**src/rtl/dirseq_pkg.sv**
```systemverilog
package dirseq_pkg;

   typedef enum logic [1:0] {
      OP_LOAD  = 2'd0,
      OP_FETCH = 2'd1,
      OP_OWN   = 2'd2,
      OP_EVICT = 2'd3
   } dseq_op_e;

   typedef enum logic [1:0] {
      ST_IDLE = 2'd0,
      ST_INV  = 2'd1,
      ST_RESP = 2'd2
   } dseq_state_e;

endpackage

```
**src/rtl/dirseq_store.sv**
```systemverilog
module dirseq_store #(
   parameter int NUM_SHARERS = 64,
   parameter int NUM_LINES   = 8,
   parameter int LINEW       = 3
) (
   input  logic                   clk,
   input  logic                   rst_n,
   input  logic [LINEW-1:0]       rd_line,
   output logic [NUM_SHARERS-1:0] rd_shr,
   output logic [NUM_SHARERS-1:0] rd_ifl,
   input  logic                   wr_en,
   input  logic [LINEW-1:0]       wr_line,
   input  logic [NUM_SHARERS-1:0] wr_shr,
   input  logic [NUM_SHARERS-1:0] wr_ifl
);

   logic [NUM_SHARERS-1:0] shr_q [NUM_LINES];
   logic [NUM_SHARERS-1:0] ifl_q [NUM_LINES];

   for (genvar g = 0; g < NUM_LINES; g++) begin : g_line
      logic hit;
      assign hit = wr_en && (wr_line == LINEW'(g));
      always_ff @(posedge clk or negedge rst_n) begin
         if (!rst_n) begin
            shr_q[g] <= '0;
            ifl_q[g] <= '0;
         end else if (hit) begin
            shr_q[g] <= wr_shr;
            ifl_q[g] <= wr_ifl;
         end
      end
   end

   always_comb begin
      rd_shr = '0;
      rd_ifl = '0;
      for (int i = 0; i < NUM_LINES; i++) begin
         if (rd_line == LINEW'(i)) begin
            rd_shr = shr_q[i];
            rd_ifl = ifl_q[i];
         end
      end
   end

endmodule

```
**src/rtl/dirseq_policy.sv**
```systemverilog
module dirseq_policy
   import dirseq_pkg::*;
#(
   parameter int NUM_SHARERS = 64,
   parameter int IDXW        = 6
) (
   input  dseq_op_e               op,
   input  logic [IDXW-1:0]        src,
   input  logic [NUM_SHARERS-1:0] cur_shr,
   input  logic [NUM_SHARERS-1:0] cur_ifl,
   output logic [NUM_SHARERS-1:0] kill,
   output logic [NUM_SHARERS-1:0] new_shr,
   output logic [NUM_SHARERS-1:0] new_ifl
);

   localparam logic [NUM_SHARERS-1:0] ONE = NUM_SHARERS'(1);

   logic [NUM_SHARERS-1:0] self;
   assign self = ONE << src;

   always_comb begin
      unique case (op)
         OP_LOAD: begin
            kill    = cur_shr & cur_ifl;
            new_shr = (cur_shr & ~kill) | self;
            new_ifl = cur_ifl & ~kill;
         end
         OP_FETCH: begin
            kill    = '0;
            new_shr = cur_shr | self;
            new_ifl = cur_ifl | self;
         end
         OP_OWN: begin
            kill    = cur_shr & ~self;
            new_shr = self;
            new_ifl = '0;
         end
         default: begin
            kill    = cur_shr;
            new_shr = '0;
            new_ifl = '0;
         end
      endcase
   end

endmodule

```
**src/rtl/dirseq_lowest.sv**
```systemverilog
module dirseq_lowest #(
   parameter int WIDTH = 64,
   parameter int IDXW  = 6
) (
   input  logic [WIDTH-1:0] vec,
   output logic [IDXW-1:0]  idx,
   output logic             found
);

   always_comb begin
      idx   = '0;
      found = 1'b0;
      for (int i = WIDTH - 1; i >= 0; i--) begin
         if (vec[i]) begin
            idx   = IDXW'(i);
            found = 1'b1;
         end
      end
   end

endmodule

```
**src/rtl/dirseq_ackcnt.sv**
```systemverilog
module dirseq_ackcnt #(
   parameter int MAXV = 64,
   parameter int CNTW = 7
) (
   input  logic            clk,
   input  logic            rst_n,
   input  logic            inc,
   input  logic            dec,
   output logic [CNTW-1:0] count,
   output logic            zero
);

   logic [CNTW-1:0] cnt_q;

   always_ff @(posedge clk or negedge rst_n) begin
      if (!rst_n) begin
         cnt_q <= '0;
      end else begin
         unique case ({inc, dec && (cnt_q != '0)})
            2'b10:   cnt_q <= (cnt_q == CNTW'(MAXV)) ? cnt_q : cnt_q + 1'b1;
            2'b01:   cnt_q <= cnt_q - 1'b1;
            default: cnt_q <= cnt_q;
         endcase
      end
   end

   assign count = cnt_q;
   assign zero  = (cnt_q == '0);

endmodule

```
**src/rtl/dir_inval_seq.sv**
```systemverilog
module dir_inval_seq
   import dirseq_pkg::*;
#(
   parameter int NUM_SHARERS = 64,
   parameter int NUM_LINES   = 8,
   parameter int IDXW        = $clog2(NUM_SHARERS),
   parameter int LINEW       = (NUM_LINES > 1) ? $clog2(NUM_LINES) : 1
) (
   input  logic                   clk,
   input  logic                   rst_n,
   input  logic                   req_valid,
   output logic                   req_ready,
   input  logic [1:0]             req_op,
   input  logic [LINEW-1:0]       req_line,
   input  logic [IDXW-1:0]        req_src,
   output logic                   inv_valid,
   output logic [IDXW-1:0]        inv_dst,
   output logic [LINEW-1:0]       inv_line,
   input  logic                   ack_valid,
   output logic                   rsp_valid,
   input  logic                   rsp_ready,
   output logic [1:0]             rsp_op,
   output logic [LINEW-1:0]       rsp_line,
   output logic [IDXW-1:0]        rsp_src,
   output logic [NUM_SHARERS-1:0] rsp_sharers,
   output logic [NUM_SHARERS-1:0] rsp_iflags
);

   localparam int CNTW = $clog2(NUM_SHARERS + 1);

   if (NUM_SHARERS < 2 || NUM_SHARERS > 1024) begin : g_bad_sharers
      $error("dir_inval_seq: NUM_SHARERS out of range");
   end
   if (NUM_LINES < 1 || NUM_LINES > 256) begin : g_bad_lines
      $error("dir_inval_seq: NUM_LINES out of range");
   end
   if ((1 << IDXW) < NUM_SHARERS) begin : g_bad_idxw
      $error("dir_inval_seq: IDXW too narrow");
   end

   dseq_state_e            state_q;
   dseq_op_e               op_q;
   logic [LINEW-1:0]       line_q;
   logic [IDXW-1:0]        src_q;
   logic [NUM_SHARERS-1:0] pend_q;
   logic [NUM_SHARERS-1:0] nshr_q;
   logic [NUM_SHARERS-1:0] nifl_q;

   logic [NUM_SHARERS-1:0] cur_shr, cur_ifl;
   logic [NUM_SHARERS-1:0] kill, new_shr, new_ifl;
   logic [IDXW-1:0]        pick;
   logic                   pick_ok;
   logic [CNTW-1:0]        ack_cnt;
   logic                   ack_zero;
   logic                   accept, finish;

   dirseq_store #(
      .NUM_SHARERS(NUM_SHARERS), .NUM_LINES(NUM_LINES), .LINEW(LINEW)
   ) u_store (
      .clk(clk), .rst_n(rst_n),
      .rd_line(req_line), .rd_shr(cur_shr), .rd_ifl(cur_ifl),
      .wr_en(finish), .wr_line(line_q), .wr_shr(nshr_q), .wr_ifl(nifl_q)
   );

   dirseq_policy #(
      .NUM_SHARERS(NUM_SHARERS), .IDXW(IDXW)
   ) u_policy (
      .op(dseq_op_e'(req_op)), .src(req_src),
      .cur_shr(cur_shr), .cur_ifl(cur_ifl),
      .kill(kill), .new_shr(new_shr), .new_ifl(new_ifl)
   );

   dirseq_lowest #(
      .WIDTH(NUM_SHARERS), .IDXW(IDXW)
   ) u_pick (
      .vec(pend_q), .idx(pick), .found(pick_ok)
   );

   dirseq_ackcnt #(
      .MAXV(NUM_SHARERS), .CNTW(CNTW)
   ) u_cnt (
      .clk(clk), .rst_n(rst_n),
      .inc(inv_valid), .dec(ack_valid),
      .count(ack_cnt), .zero(ack_zero)
   );

   assign req_ready = (state_q == ST_IDLE);
   assign accept    = req_valid && req_ready;
   assign inv_valid = (state_q == ST_INV) && pick_ok;
   assign inv_dst   = pick;
   assign inv_line  = line_q;
   assign finish    = (state_q == ST_INV) && !pick_ok && ack_zero;

   always_ff @(posedge clk or negedge rst_n) begin
      if (!rst_n) begin
         state_q <= ST_IDLE;
         op_q    <= OP_LOAD;
         line_q  <= '0;
         src_q   <= '0;
         pend_q  <= '0;
         nshr_q  <= '0;
         nifl_q  <= '0;
      end else begin
         unique case (state_q)
            ST_IDLE: begin
               if (accept) begin
                  state_q <= ST_INV;
                  op_q    <= dseq_op_e'(req_op);
                  line_q  <= req_line;
                  src_q   <= req_src;
                  pend_q  <= kill;
                  nshr_q  <= new_shr;
                  nifl_q  <= new_ifl;
               end
            end
            ST_INV: begin
               if (pick_ok) begin
                  pend_q <= pend_q & ~(NUM_SHARERS'(1) << pick);
               end else if (ack_zero) begin
                  state_q <= ST_RESP;
               end
            end
            ST_RESP: begin
               if (rsp_ready) begin
                  state_q <= ST_IDLE;
               end
            end
            default: state_q <= ST_IDLE;
         endcase
      end
   end

   assign rsp_valid   = (state_q == ST_RESP);
   assign rsp_op      = op_q;
   assign rsp_line    = line_q;
   assign rsp_src     = src_q;
   assign rsp_sharers = nshr_q;
   assign rsp_iflags  = nifl_q;

endmodule

```
**config.mk**
```make
export PLATFORM = sky130hd
export DESIGN_NAME = dir_inval_seq
export DESIGN_NICKNAME = d
export VERILOG_FILES = /design/src/rtl/dirseq_pkg.sv /design/src/rtl/dirseq_store.sv /design/src/rtl/dirseq_policy.sv /design/src/rtl/dirseq_lowest.sv /design/src/rtl/dirseq_ackcnt.sv /design/src/rtl/dir_inval_seq.sv
export SDC_FILE = /design/constraint.sdc
export NUM_CORES = 2
export LEC_CHECK = 0
export ABC_AREA = 1
export ABC_CLOCK_PERIOD_IN_PS = 3900
export BUFFER_PORTS_ARGS = -buffer_cell sky130_fd_sc_hd__buf_2
export CAP_MARGIN = 20
export CORE_MARGIN = 4
export CORE_UTILIZATION = 25
export CTS_CLUSTER_DIAMETER = 50
export DETAILED_ROUTE_END_ITERATION = 10
export SKIP_LAST_GASP = 1
export SLEW_MARGIN = 30
export SYNTH_ARGS = -nofsm -noshare
export SYNTH_HDL_FRONTEND = slang
export SYNTH_SLANG_ARGS = --single-unit
export TNS_END_PERCENT = 5
```
**constraint.sdc**
```tcl
create_clock -name clk -period 3.9 [get_ports clk]
set_clock_uncertainty 0.2 [all_clocks]
set_input_delay 0.585 -clock clk [delete_from_list [all_inputs] [get_ports clk]]
set_output_delay 0.585 -clock clk [all_outputs]
set_load 0.005 [all_outputs]
```
==> run_results.csv <==
group,metric,value,unit
outcome,status,"finished, violations left",
outcome,violations,"negative setup slack",
cts,cts_tree,"yes",
critical_path,startpoint_type,"flip-flop",
critical_path,cp_data_required_time,3.12,ns
placed_design,portBuffers,166,
power,ir_drop,434.5,uV
synthesis,yosys-top-cells-area,"dfrtp_1, nand2_1, o21ai_0",
synthesis,syn_inst,6514,
cts,numCtsBuffers,134,
cts,clockBufferDepth,3,
worst_hold_path,worstHoldEndpoint,"rsp_src[1]",
worst_hold_path,whs_path_depth,3,
route,drt_pass1_iterations,8,
critical_path,rr_endpoint,"pend_q[21]",
global_route,antenna_found_initial,12,
sta,min_period,5.439,ns
sta,setup_ws,-1.539,ns
sta,timing.fmax,0.1839,GHz
critical_path,cpMostUsedCell,"nand2_1",
route,postRouteAntennaNets,0,
power,p_leak,29.94,nW
worst_hold_path,min_from,"req_src[1]",
global_route,grt_overflow,0,
critical_path,critPathKind,"reg -> out",
global_route,grt.total_usage,0.1864,
route,drt_wl_total,218.6,mm
critical_path,rrSetupSlack,-1.01,ns
placed_design,pre_cts_slack,-0.9747,ns
synthesis,yosys.cell_types.count,56,
critical_path,r2r_cells,73,
global_route,grt_pass1_wl,324.9,mm
critical_path,reg2reg_from,"pend_q[62]",
placed_design,placement.cell_area,61800,sq um
synthesis,synth-seq-area-share,0.5606,
cells_and_area,syn_to_final_growth,20.33,%
sta,maxSlewViolCount,0,
critical_path,crit_fanout,2,
cells_and_area,final_cells,9668,
route,post-route-drc-count,0,
route,dr.first_iter.drc_count,6747,
cts,clock_sinks,1236,
synthesis,synth_top_area_cell,"dfrtp_1",
placed_design,dp_cells,9413,
synthesis,syn_area,55170,sq um
power,power_density,483.6,nW/um^2
cts,cts_max_level,4,
sta,setup-violations-final,70,
synthesis,yosysMostFrequentCell,"nand2_1",
critical_path,cp_slowest_cell,"dfrtp_1",
sta,post-route-period-util,1.395,
critical_path,crit_arrival,4.65,ns
synthesis,yosysWarnings,0,
cts,clk_latency,0.77,ns
critical_path,cp-end-kind,"output pin",
sta,rsz0062_at_grt,"yes",
placed_design,gp_congestion,0.9853,
cells_and_area,final_nets,6713,
cts,clkTransAtPathRegs,0.07,ns
synthesis,synth-edff-count,0,
floorplanning,coreArea,219500,sq um
floorplanning,fp.dieW,477.8,um
sta,setup_tns,-58.11,ns
synthesis,synthTopCellsByCount,"nand2_1, o21ai_0, dfrtp_1",
route,num_vias,50113,
sta,relSlewSlack,0.3256,
synthesis,async_reset_ff_frac,1.000,
floorplanning,fp.dieArea,228300,sq um
sta,hold_viol,0,
cells_and_area,drive_above_1_share,0.1149,
synthesis,ys.flop_type,"dfrtp_1",
global_route,grt_max_degree,123,
synthesis,synth.avg_cell_area,8.470,sq um
route,drt-vias-per-instance,5.183,
floorplanning,chipHeight,477.8,um
floorplanning,io_pins,167,
route,routedWlPerCell,22.61,um
floorplanning,start_util,0.2513,
worst_hold_path,worstHoldPathType,"in -> reg",
cts,root_buffer,"clkbuf_16",
floorplanning,num_rows,172,
synthesis,synth_top_area_share,0.5606,
synthesis,syn_nets,6536,
critical_path,cpPeakStageDelay,0.39,ns
global_route,grt_pass1_vias,47944,
sta,worst_pin_slew,1.001,ns
synthesis,synth_seq_cells,1236,
run,drv_cap,0,
placed_design,dp_hpwl,150.5,mm
cells_and_area,finalInstanceArea,66390,sq um
-- cells by family after synthesis --
kind of cell	after synthesis	share of synthesized area
simple gates	2560	0.1865
compound gates	1878	0.1933
flops	1236	0.5606
buf+inv	829	0.05731
fa+ha+maj	6	0.001497
xor+xnor	5	0.0007937
-- state kept, by name (all words and copies together) (netlist names) --
name / count
state_q: 2
rsp_sharers: 64
inv_line: 3
u_store.shr_q: 512
rsp_src: 6
rsp_op: 2
pend_q: 64
u_cnt.count: 7
rsp_iflags: 64
u_store.ifl_q: 512
-- final cells by class --
class	instances	area, sq um
Fill cell	22960	153100
Sequential cell	1236	30930
Multi-Input combinational cell	4449	21320
Timing Repair Buffer	514	4771
Clock buffer	185	3871
Tap cell	2871	3592
Inverter	356	1356
Clock inverter	51	538.0
Antenna cell	6	15.01
-- repair_timing --
item                                   4_1_cts  5_1_grt
hold buffers                                 1        0
pin swaps                                    4        2
setup buffers                               10        2
resized for setup                           11        8
endpoints found under the hold margin       74        0
setup endpoints to repair                   70       71
-- layer usage --
layer / part of all wire / track usage
met4: 0.041 / 0.07783
met5: 0.000032 / 0
met2: 0.42 / 0.2692
met1: 0.43 / 0.2584
met3: 0.11 / 0.05604
-- cell usage in the layout (no fill, tap or decap), types with 7 or more instances in the layout --
cell        netlist  layout
a211oi_1         13      13
a21boi_0          7       7
a21oi_1         167     166
a221oi_1         63      63
a22oi_1          33      33
a2bb2oi_1         7       7
a31oi_1          56      56
a32o_1           50      50
a32oi_1          48      48
buf_12            0     104
buf_2            10     164
buf_4             3     240
bufinv_16         0       8
clkbuf_1        424      24
clkbuf_16         0     139
clkbuf_8          1      22
clkinv_2          0      22
clkinvlp_4        0       7
dfrtp_1        1236    1236
inv_1           350     342
inv_6             0      10
nand2_1        1918    1914
nand3_1         228     219
nand3_4           1      10
nand4_1         107     107
nor2_1          248     242
nor3_1           28      21
o2111ai_1        23      23
o211ai_1         40      40
o21ai_0        1309    1306
o21ai_1          13      16
o221ai_1          9       9
o31ai_1          13      13
or2_2            11      11
-- critical path: cells and delay by family (launching register included) --
family / cells / cell delay (ns)
DFF: 1 / 0.39
buffers and inverters: 3 / 0.23
and+or+nand+nor: 63 / 3.32
-- power breakdown --
group	internal [W]	switching, W	leakage (nW)
logic	0.00194	0.00391	10.8
registers	0.0130	0.000235	17.0
clock network	0.00751	0.00549	2.17
total	0.0225	0.00963	29.9
-- worst max path at each step --
stage	start	end	slack, ns	cells after the start
3_3_place_gp	pend_q[62]	inv_dst[0]	-1.09	66
3_5_place_dp	pend_q[62]	inv_dst[0]	-0.97	66
2_1_floorplan	pend_q[62]	inv_dst[0]	-0.13	65
4_1_cts	pend_q[62]	inv_dst[0]	-1.60	66
5_1_grt	pend_q[62]	inv_dst[0]	-2.07	66
6_report	pend_q[62]	inv_dst[0]	-1.54	66
-- stage by stage --
stage / util / hold slack [ns] / power, W
floorplan: - / 0.08941 / 0.01581
global placement: 0.2815 / 0.2580 / 0.01896
detailed placement: 0.2815 / 0.2571 / 0.01893
CTS: 0.3021 / 0.002857 / 0.03208
global route: 0.3024 / 0.05624 / 0.03319
finish: 0.3024 / 0.05411 / 0.03211
No activity file was read; power rests on OpenSTA's default activity.
